==> src/rtl/spiMemPkg.sv <==
package spiMemPkg;

  localparam logic [7:0] OP_WRITE = 8'h02;
  localparam logic [7:0] OP_READ  = 8'h03;
  localparam logic [7:0] OP_WRDI  = 8'h04;
  localparam logic [7:0] OP_RDSR  = 8'h05;
  localparam logic [7:0] OP_WREN  = 8'h06;

  localparam logic [7:0] ERR_OPCODE = 8'h01;
  localparam logic [7:0] ERR_ADDR   = 8'h02;

  typedef enum logic [2:0] {
    S_OPC,
    S_AHI,
    S_ALO,
    S_WDAT,
    S_RDAT,
    S_STAT,
    S_IDLE
  } feState_e;

  // strobes from control to datapath, valid for one clock
  typedef struct packed {
    logic        memWr;
    logic        cmdWr;
    logic        setWel;
    logic        clrWel;
    logic        setErr;
    logic [7:0]  errCode;
    logic [15:0] addr;
    logic [7:0]  data;
  } feStrobe_t;

endpackage

==> src/rtl/spiMemData.sv <==
module spiMemData
  import spiMemPkg::*;
#(
  parameter int DATA_BYTES = 256,
  parameter int CMD_BYTES  = 64,
  parameter logic [15:0] CMD_BASE = 16'hFE00
) (
  input  logic                   clk,
  input  logic                   rstN,
  input  feStrobe_t              st,
  input  logic [15:0]            rdAddr,
  output logic [7:0]             rdByte,
  output logic [7:0]             statusByte,
  output logic [CMD_BYTES*8-1:0] cmdBufOut
);

  localparam int DATA_AW = $clog2(DATA_BYTES);
  localparam int CMD_AW  = $clog2(CMD_BYTES);
  localparam logic [15:0] DATA_LIM = 16'(DATA_BYTES);

  logic [7:0] memArr [DATA_BYTES];
  logic [7:0] cmdArr [CMD_BYTES];
  logic       wel;
  logic       eerr;
  logic [7:0] errCode;
  logic [15:0] cmdOff;

  assign cmdOff = st.addr - CMD_BASE;

  always_ff @(posedge clk or negedge rstN) begin
    if (!rstN) begin
      for (int i = 0; i < DATA_BYTES; i++) memArr[i] <= '0;
      for (int i = 0; i < CMD_BYTES; i++) cmdArr[i] <= '0;
      wel     <= 1'b0;
      eerr    <= 1'b0;
      errCode <= '0;
    end else begin
      if (st.memWr && st.addr < DATA_LIM) memArr[DATA_AW'(st.addr)] <= st.data;
      if (st.cmdWr) cmdArr[CMD_AW'(cmdOff)] <= st.data;
      if (st.setWel) wel <= 1'b1;
      else if (st.clrWel) wel <= 1'b0;
      if (st.setErr) begin
        eerr    <= 1'b1;
        errCode <= st.errCode;
      end
    end
  end

  assign rdByte     = (rdAddr < DATA_LIM) ? memArr[DATA_AW'(rdAddr)] : errCode;
  assign statusByte = {5'b0, eerr, wel, 1'b0};

  for (genvar g = 0; g < CMD_BYTES; g++) begin : gCmdOut
    assign cmdBufOut[g*8 +: 8] = cmdArr[g];
  end


  wel_set_chk: assert property (@(posedge clk) disable iff (!rstN)
    st.setWel |=> wel);


  err_sticky_chk: assert property (@(posedge clk) disable iff (!rstN)
    eerr |=> eerr);


  code_hold_chk: assert property (@(posedge clk) disable iff (!rstN)
    !st.setErr |=> $stable(errCode));


  cmd_keeps_wel_chk: assert property (@(posedge clk) disable iff (!rstN)
    (st.cmdWr && !st.setWel && !st.clrWel) |=> $stable(wel));

endmodule

==> src/rtl/spiMemCtrl.sv <==
module spiMemCtrl
  import spiMemPkg::*;
#(
  parameter int DATA_BYTES = 256,
  parameter int CMD_BYTES  = 64,
  parameter logic [15:0] CMD_BASE = 16'hFE00
) (
  input  logic        clk,
  input  logic        rstN,
  input  logic        sck,
  input  logic        csN,
  input  logic        si,
  input  logic [7:0]  rdByte,
  input  logic [7:0]  statusByte,
  output feStrobe_t   st,
  output logic [15:0] rdAddr,
  output logic        so,
  output logic        soEn
);

  localparam logic [15:0] DATA_LIM  = 16'(DATA_BYTES);
  localparam logic [15:0] DATA_MASK = DATA_LIM - 16'd1;
  localparam logic [15:0] CMD_MASK  = 16'(CMD_BYTES) - 16'd1;
  localparam logic [15:0] CMD_END   = CMD_BASE + 16'(CMD_BYTES);

  logic [2:0] sckSh, csSh;
  logic [1:0] siSh;
  logic       sckRise, sckFall, csActive, csRise;
  logic       siBit;

  feState_e   state;
  logic [2:0] bitCnt;
  logic [6:0] shiftIn;
  logic [7:0] addrHi;
  logic [15:0] addr;
  logic [7:0] outBuf;
  logic       soReg;
  logic       loadReq, loadStat, isWrite, dataWritten;

  logic [7:0]  byteIn;
  logic        byteDone;
  logic [15:0] fullAddr, addrInc, nextAddr;
  logic        inData, inCmd, fullOk, opValid;
  logic        wel;

  always_ff @(posedge clk or negedge rstN) begin
    if (!rstN) begin
      sckSh <= '0;
      csSh  <= '1;
      siSh  <= '0;
    end else begin
      sckSh <= {sckSh[1:0], sck};
      csSh  <= {csSh[1:0], csN};
      siSh  <= {siSh[0], si};
    end
  end

  assign sckRise  = sckSh[1] & ~sckSh[2];
  assign sckFall  = ~sckSh[1] & sckSh[2];
  assign csActive = ~csSh[1];
  assign csRise   = csSh[1] & ~csSh[2];
  assign siBit    = siSh[1];
  assign wel      = statusByte[1];

  assign byteIn   = {shiftIn, siBit};
  assign byteDone = csActive & sckRise & (bitCnt == 3'd7);
  assign fullAddr = {addrHi, byteIn};
  assign addrInc  = addr + 16'd1;
  assign inData   = addr < DATA_LIM;
  assign inCmd    = (addr >= CMD_BASE) && (addr < CMD_END);
  assign opValid  = (byteIn >= OP_WRITE) && (byteIn <= OP_WREN);

  always_comb begin
    if (fullAddr < DATA_LIM) fullOk = 1'b1;
    else if (isWrite)        fullOk = (fullAddr >= CMD_BASE) && (fullAddr < CMD_END);
    else                     fullOk = (fullAddr == CMD_BASE);
  end

  always_comb begin
    if (inData)       nextAddr = addrInc & DATA_MASK;
    else if (isWrite) nextAddr = CMD_BASE | (addrInc & CMD_MASK);
    else              nextAddr = addr;
  end

  always_comb begin
    st      = '0;
    st.addr = addr;
    st.data = byteIn;
    if (byteDone) begin
      case (state)
        S_OPC: begin
          if (byteIn == OP_WREN) st.setWel = 1'b1;
          if (byteIn == OP_WRDI) st.clrWel = 1'b1;
          if (!opValid) begin
            st.setErr  = 1'b1;
            st.errCode = ERR_OPCODE;
          end
        end
        S_ALO: if (!fullOk) begin
          st.setErr  = 1'b1;
          st.errCode = ERR_ADDR;
        end
        S_WDAT: begin
          st.memWr = inData & wel;
          st.cmdWr = inCmd;
        end
        default: ;
      endcase
    end
    if (csRise && dataWritten) st.clrWel = 1'b1;
  end

  always_ff @(posedge clk or negedge rstN) begin
    if (!rstN) begin
      state       <= S_OPC;
      bitCnt      <= '0;
      shiftIn     <= '0;
      addrHi      <= '0;
      addr        <= '0;
      outBuf      <= '0;
      soReg       <= 1'b0;
      loadReq     <= 1'b0;
      loadStat    <= 1'b0;
      isWrite     <= 1'b0;
      dataWritten <= 1'b0;
    end else begin
      loadReq <= 1'b0;
      if (loadReq) outBuf <= loadStat ? statusByte : rdByte;
      if (!csActive) begin
        state       <= S_OPC;
        bitCnt      <= '0;
        dataWritten <= 1'b0;
      end else if (sckFall) begin
        soReg <= outBuf[~bitCnt];
      end else if (sckRise) begin
        shiftIn <= byteIn[6:0];
        bitCnt  <= bitCnt + 3'd1;
        if (bitCnt == 3'd7) begin
          case (state)
            S_OPC: begin
              if (byteIn == OP_WRITE || byteIn == OP_READ) begin
                isWrite <= (byteIn == OP_WRITE);
                state   <= S_AHI;
              end else if (byteIn == OP_RDSR) begin
                state    <= S_STAT;
                loadReq  <= 1'b1;
                loadStat <= 1'b1;
              end else begin
                state <= S_IDLE;
              end
            end
            S_AHI: begin
              addrHi <= byteIn;
              state  <= S_ALO;
            end
            S_ALO: begin
              addr <= fullAddr;
              if (!fullOk)     state <= S_IDLE;
              else if (isWrite) state <= S_WDAT;
              else begin
                state    <= S_RDAT;
                loadReq  <= 1'b1;
                loadStat <= 1'b0;
              end
            end
            S_WDAT: begin
              addr <= nextAddr;
              if (st.memWr) dataWritten <= 1'b1;
            end
            S_RDAT: begin
              addr    <= nextAddr;
              loadReq <= 1'b1;
            end
            S_STAT: loadReq <= 1'b1;
            default: ;
          endcase
        end
      end
    end
  end

  assign rdAddr = addr;
  assign so     = soReg;
  assign soEn   = csActive & ((state == S_RDAT) | (state == S_STAT));


  err_silent_chk: assert property (@(posedge clk) disable iff (!rstN)
    st.setErr |=> !soEn);


  cs_restart_chk: assert property (@(posedge clk) disable iff (!rstN)
    csRise |=> (bitCnt == 3'd0 && state == S_OPC));


  wel_drop_chk: assert property (@(posedge clk) disable iff (!rstN)
    st.memWr |=> dataWritten);

endmodule

==> src/rtl/spiMemFront.sv <==
module spiMemFront
  import spiMemPkg::*;
#(
  parameter int DATA_BYTES = 256,
  parameter int CMD_BYTES  = 64,
  parameter logic [15:0] CMD_BASE = 16'hFE00
) (
  input  logic                   clk,
  input  logic                   rstN,
  input  logic                   sck,
  input  logic                   csN,
  input  logic                   si,
  output logic                   so,
  output logic                   soEn,
  output logic [CMD_BYTES*8-1:0] cmdBuf
);

  feStrobe_t   strobes;
  logic [15:0] rdAddr;
  logic [7:0]  rdByte;
  logic [7:0]  statusByte;

  spiMemCtrl #(
    .DATA_BYTES(DATA_BYTES), .CMD_BYTES(CMD_BYTES), .CMD_BASE(CMD_BASE)
  ) uCtrl (
    .clk(clk), .rstN(rstN), .sck(sck), .csN(csN), .si(si),
    .rdByte(rdByte), .statusByte(statusByte), .st(strobes),
    .rdAddr(rdAddr), .so(so), .soEn(soEn)
  );

  spiMemData #(
    .DATA_BYTES(DATA_BYTES), .CMD_BYTES(CMD_BYTES), .CMD_BASE(CMD_BASE)
  ) uData (
    .clk(clk), .rstN(rstN), .st(strobes), .rdAddr(rdAddr),
    .rdByte(rdByte), .statusByte(statusByte), .cmdBufOut(cmdBuf)
  );

endmodule

==> config.mk <==
export PLATFORM = sky130hd
export DESIGN_NAME = spiMemFront
export DESIGN_NICKNAME = d
export VERILOG_FILES = /design/src/rtl/spiMemPkg.sv /design/src/rtl/spiMemData.sv /design/src/rtl/spiMemCtrl.sv /design/src/rtl/spiMemFront.sv
export SDC_FILE = /design/constraint.sdc
export NUM_CORES = 2
export LEC_CHECK = 0
export BUFFER_PORTS_ARGS = -buffer_cell sky130_fd_sc_hd__buf_2
export CAP_MARGIN = 20
export CORE_MARGIN = 2
export CORE_UTILIZATION = 60
export CTS_BUF_LIST = sky130_fd_sc_hd__clkbuf_4 sky130_fd_sc_hd__clkbuf_8
export CTS_CLUSTER_DIAMETER = 100
export CTS_CLUSTER_SIZE = 40
export DETAILED_ROUTE_END_ITERATION = 7
export PLACE_DENSITY = 0.83
export REMOVE_ABC_BUFFERS = 1
export SLEW_MARGIN = 30
export SYNTH_ARGS = -nofsm -noshare
export SYNTH_HDL_FRONTEND = slang
export SYNTH_SLANG_ARGS = --single-unit
==> constraint.sdc <==
create_clock -name clk -period 4 [get_ports clk]
set_input_delay 1.2 -clock clk [delete_from_list [all_inputs] [get_ports clk]]
set_output_delay 1.2 -clock clk [all_outputs]
set_load 0.005 [all_outputs]
# == Word-level counts from Yosys, hierarchy flattened ==
# Cells that the tools add are included.
# totals
reg_bits,2628
inputBits,5
output_inout_bits,514
elab_cells,476
# classes
n_addsub,3
n_lt_le_gt_ge,13
eq_ne,18
n_mux,61
n_bitwise,16
n_reduce_logical,28
# ops
op,n
$bwmux W2048,1
$bwmux W512,1
$bmux W8 S8,1
$demux W8 S8,1
$demux W8 S6,1
$mux W8,6
$ge A16 B16 Y1 const B,2
$lt A16 B16 Y1 const B,2
$lt A16 B9 Y1 const B,2
$mux W16,2
$pmux W16 S2,1
$mux W3,10
$mux W1,26
$eq A8 B3 Y1 const B,3
$mux W9,2
$pmux W9 S2,1
$eq A16 B16 Y1 const B,1
$eq A8 B2 Y1 const B,2
$reduce_bool A2 Y1,7
$mux W13,1
$reduce_and A6 Y1,2
$reduce_and A5 Y1,2
$eq A3 B3 Y1 const B,3
$ge A9 B9 Y1 const B,1
other kinds (34),58

# == Depth between registers and ports, before layout ==
# logic_depth
word_depth,13
ltp_mapped,14
depth_no_buf,9

# == Modules after synthesis ==
# A second synthesis with hierarchy kept.
# hier_totals
hier_cells,7723
hier_area_um2,117263.7
# by_module_without_submodules
module,n_inst,cells_each,area_each_um2,seq_area_each_um2
spiMemData,1,7410,114016.9,64311.7
spiMemCtrl,1,313,3246.9,1455.1

# == Worst setup path before layout ==
# OpenSTA, ideal clock, no wires.
# synth_timing
kind,register to register
from,"register uCtrl.addr[1], in the netlist uCtrl.rdAddr[1]"
to,register uData.memArr[1496] (netlist bit)
setup_time_ps,128
arrival_ps,2927
required_time_ps,3872
path_slack_ps,945
stages_incl_launch_ff,14
path_buffers,7
period_less_slack_ps,3055
cell_sequence,dfrtp_1 buf_6 buf_6 buf_4 clkinv_1 clkbuf_1 buf_2 ha_1 buf_1 nand2_1 nor3b_4 buf_4 nand2_2 mux2_1
# synth_between
elab_chain_cells,6
elab_cells_between_ends,12
cone_classes,order compare: 3; mux: 5; bitwise: 2; reduce/logical: 2
# synth_lines
item,line_no,source
"start, declared",spiMemCtrl.sv:35,logic [15:0] addr;
"start signal, assigned",spiMemCtrl.sv:157,addr <= fullAddr;
"start signal, assigned",spiMemCtrl.sv:167,addr <= nextAddr;
"start signal, assigned",spiMemCtrl.sv:171,addr <= nextAddr;
$not A8 Y9 (not written as such),spiMemData.sv:38,if (st.memWr && st.addr < DATA_LIM) memArr[DATA_AW'(st.addr)] <= st.data;
$ge A9 B9 Y1 (not written as such) or $lt A9 B1 Y1 (tied branches),spiMemData.sv:38,
$logic_and A1 B1 Y1 (not written as such),spiMemData.sv:38,
$mux W8 (not written as such),spiMemData.sv:38,
$demux W8 S8,spiMemData.sv:38,
$bwmux W2048,spiMemData.sv:38,
"end signal, assigned by index",spiMemData.sv:38,
"end, declared",spiMemData.sv:21,logic [7:0] memArr [DATA_BYTES];
# Several ways; a longest one is shown, not always the timed one.
# A chain may end at the register's enable or synchronous reset.

# == Final worst setup path ==
# layout_timing
from,"register uCtrl.addr[2], in the netlist uCtrl.rdAddr[2]"
to,register uCtrl.outBuf[2]
# layout_between
elab_chain_cells,6
elab_cells_between_ends,7
cone_classes,order compare: 1; mux: 5; bitwise: 1
# layout_lines
item,line_no,source
$not A8 Y9 (not written as such),spiMemData.sv:49,assign rdByte = (rdAddr < DATA_LIM) ? memArr[DATA_AW'(rdAddr)] : errCode;
$bmux W8 S8,spiMemData.sv:49,
$mux W8 (not written as such) (2 in series),spiMemData.sv:49,
$mux W8 (*),spiMemData.sv:49,
$mux W8 (*),spiMemCtrl.sv:128,if (loadReq) outBuf <= loadStat ? statusByte : rdByte;
"end signal, assigned",spiMemCtrl.sv:128,
"end, declared",spiMemCtrl.sv:36,logic [7:0] outBuf;
# Every way passes the cells marked *; elsewhere a longest branch is shown, timed or not. The select of a mux whose other input is x is not followed.

==> out/qor.txt <==
Hold Fails Final Rpt: 0
Seq/Total Area, Yosys: 0.5827
Clock sinks: 2,622
Die W: 437.2 um
Largest family of logic cells by synthesized area: multiplexers
# fillers: 13,260
Congestion Overflow GR: 0
Worst min-delay path category: in -> async
Post-synthesis compound-gate area fraction: 0.09249
Hold_buf cts: 0
Antenna Nets Post-Route: 0
PortBufs: 518
Crit share post-route: 1.015
Final Setup Violations: 1
Count of flip-flops with a built-in enable after synthesis: 0
Vias: 78,310
Worst Tran Pin Value: 0.9914 ns
Max_cap viols: 0
Power after layout: 41.03 mW
Root Driver: clkbuf_8
Reg-to-reg slack, setup: -0.06 ns
Clk buf depth: 3
Avg WL per Cell: 31.25 um
CTS buffer count: 78
Max Clk Rate: 0.2464 GHz
Vias in the first global route: 79,360
Worst setup slack after layout: -0.05896 ns
Setup TNS: -0.05896 ns
Final Slew Violations: 0
Critical Path Sink Type: register
Failing checks: DRC, setup timing
Antenna violations before repair: 20
Fin Clk Skew: 0.1268 ns
Starting density of the core: 0.6016
Total Routed Length: 349,700 um
RSZ-0062 raised after global routing: false
Syn. warnings: 0
Area growth syn-to-layout: 7.845%
Worst-Skew Late Latency: 1.01 ns
Top cells by area, synth: dfrtp_1 58%, mux2_2 23%, a22oi_1 3.5%
Die area: 191,200 um2
Router iterations before antenna repair: 8
Fin nets: 8,671
Die Height: 437.2 um
Via density: 6.997
Routability Congestion: 0.9972
Most area-hungry cell type in the Yosys netlist: dfrtp_1
Ys async rst share: 1.000
# rows: 159
Primary FF master, synth: dfrtp_1
H-tree depth: 3
Outcome: finished with violations
Synthesized flop and latch total: 2,622
Worst EP arrival: 5.01 ns
Worst setup SP type: register
Yosys cell types: 84
Post-synthesis adder-cell area fraction: 0.0006666
GRT Util Overall: 0.3611
Largest net degree at the start of global routing: 176
Post-synth top area share: 0.5820
Boundary Pins: 519
DRT iter0 DRCs: 10,080
Core area: 187,200 um2
Post-Synth XOR/XNOR Area: 0.0001555
CTS tree: yes
Post-Syn Instances: 8,288
Syn_area_per_cell: 13.59 um2
CP Data Required Time: 4.95 ns
DP HPWL: 229,000 um
Top cells by count, synth: 2,619 x dfrtp_1, 2,257 x mux2_2, 581 x nand2_1
Static leakage: 60.18 nW
Simple-gate portion of the synthesized area: 0.04292
Fin crit period: 4.059 ns
Mapped cell area: 112,600 um2
Proportion of synthesized area in mux cells: 0.2560
DR DRC count: 102
Crit path kind: reg -> reg
First-pass GRT wire length: 521,700 um
P per Cell Area: 337.8 nW/um2
Top-count cell post-synth: dfrtp_1
Share of layout cells above drive strength 1: 0.4005
CP Max Fanout: 21
Peak supply drop: 0.6307 mV
Slew headroom: 0.3220
Worst hold margin: 0.1350 ns
Clock Pin Slew Worst Setup and Hold Paths: 0.24 ns
## final cells by class
cell class	instances	area [um2]	share of cell area
flip-flops and latches	2622	65660	0.5406
multi-input cells	5014	44270	0.3645
repair buffers	928	6902	0.05683
well taps	2495	3122	0.02570
clock buffers	90	1189	0.009787
clock inverters	15	210.2	0.001731
inverters	16	67.56	0.0005563
diodes	12	30.03	0.0002473
## layout by cell type (no fill, tap or decap), types with 12 or more instances in the layout
cell,synthesis,layout
dfrtp_1,2619,2608
mux2_2,2257,2257
nand2_1,581,580
a22oi_1,531,531
buf_2,181,517
o21ai_0,338,338
buf_4,29,314
mux2_1,140,140
a221oi_1,99,99
mux2i_1,98,98
buf_12,0,95
a21oi_1,82,82
a31oi_1,82,82
clkbuf_8,0,82
nor2_1,89,81
nand2_2,68,69
a22o_1,64,64
a41oi_1,50,50
a222oi_1,42,42
mux4_2,38,38
nor3_1,29,29
nand4_1,26,26
nand3_1,28,26
and3_1,25,24
nor4_1,21,20
a221o_1,19,19
nor2_2,10,17
o2bb2ai_1,17,17
nor2b_1,20,16
o22ai_1,15,15
nor3_2,14,14
o211ai_1,14,14
a2111oi_0,14,14
and4_1,13,13
diode_2,0,12
a211oi_1,12,12
a32oi_1,12,12
## power by group
group	switching [mW]	internal [mW]
logic	3.44	0.561
registers	0.479	26.6
clock network	7.83	2.12
total	11.8	29.3
## worst max-delay path, stage by stage (launching register included)
cell	delay (ns)
dfrtp_4	0.73
and3_4	0.54
buf_12	0.31
buf_12	0.22
buf_4	0.18
a22oi_1	0.09
a41oi_1	0.41
nor4_1	0.14
a41oi_1	0.72
o41ai_1	0.24
buf_4	0.21
a2bb2oi_1	0.13
## timing repair
item                                    CTS  global route
buffers inserted                          0             1
resized for setup                         0             1
endpoints found under the setup margin    0             3
## flip-flops by register name (all words and copies together) (netlist names)
register and flops:
uData.errCode 2, uData.eerr 1, uCtrl.addrHi 8, uCtrl.bitCnt 3, uCtrl.shiftIn 7, uCtrl.dataWritten 1, uCtrl.csSh 3, uCtrl.so 1
uCtrl.outBuf 8, uCtrl.siSh 2, uCtrl.sckSh 3, uCtrl.state 3, uCtrl.rdAddr 16, uCtrl.loadReq 1, uData.memArr 2048, uCtrl.loadStat 1
uCtrl.isWrite 1, uData.wel 1, uData.cmdBufOut 512
## path summary, 6_finish.rpt
check                                 from                   end  cells after the start
setup / recovery           uCtrl.rdAddr[2]       uCtrl.outBuf[2]                     11
hold / removal                        rstN    uData.memArr[1649]                      1
setup reg to reg           uCtrl.rdAddr[2]       uCtrl.outBuf[2]                     11
hold reg to reg              uCtrl.siSh[0]         uCtrl.siSh[1]                      0
max in group asynchronous             rstN  uData.cmdBufOut[422]                      2
min in group clk                        si         uCtrl.siSh[0]                      1
## cells by family (layout without fill, tap and decap cells)
kind of cell | count (synthesis) | count (layout)
other | 0 | 12
DFF | 2622 | 2622
adders and majority gates | 6 | 6
buffers and inverters | 652 | 1049
AOI/OAI and AO/OA | 1466 | 1466
xor gates and xnor gates | 2 | 2
muxes | 2533 | 2533
and+or+nand+nor | 1007 | 1007
## metrics by stage
step                        util  cell area [um2]  worst slack (ns)  std cells
after detailed placement  0.6406           119900            0.1181      11070
final                     0.6488           121500          -0.05896      11190
after floorplan                -           109800            -16.17       7652
after global routing      0.6486           121400           0.06888      11180
after CTS                 0.6480           121300           0.07201      11180
after global placement    0.6404           119900            0.1332      11070
## layer usage
metal / track usage / share of wire / routed length, um / up-vias
met5: 0 / 0.00050 / 174 / -
met4: 0.1907 / 0.060 / 20920 / 24
met3: 0.1110 / 0.12 / 41740 / 1171
met2: 0.5389 / 0.45 / 156500 / 4994
met1: 0.4771 / 0.37 / 130400 / 40930
li1: - / - / - / 31200
No activity file was read; power rests on OpenSTA's default activity.
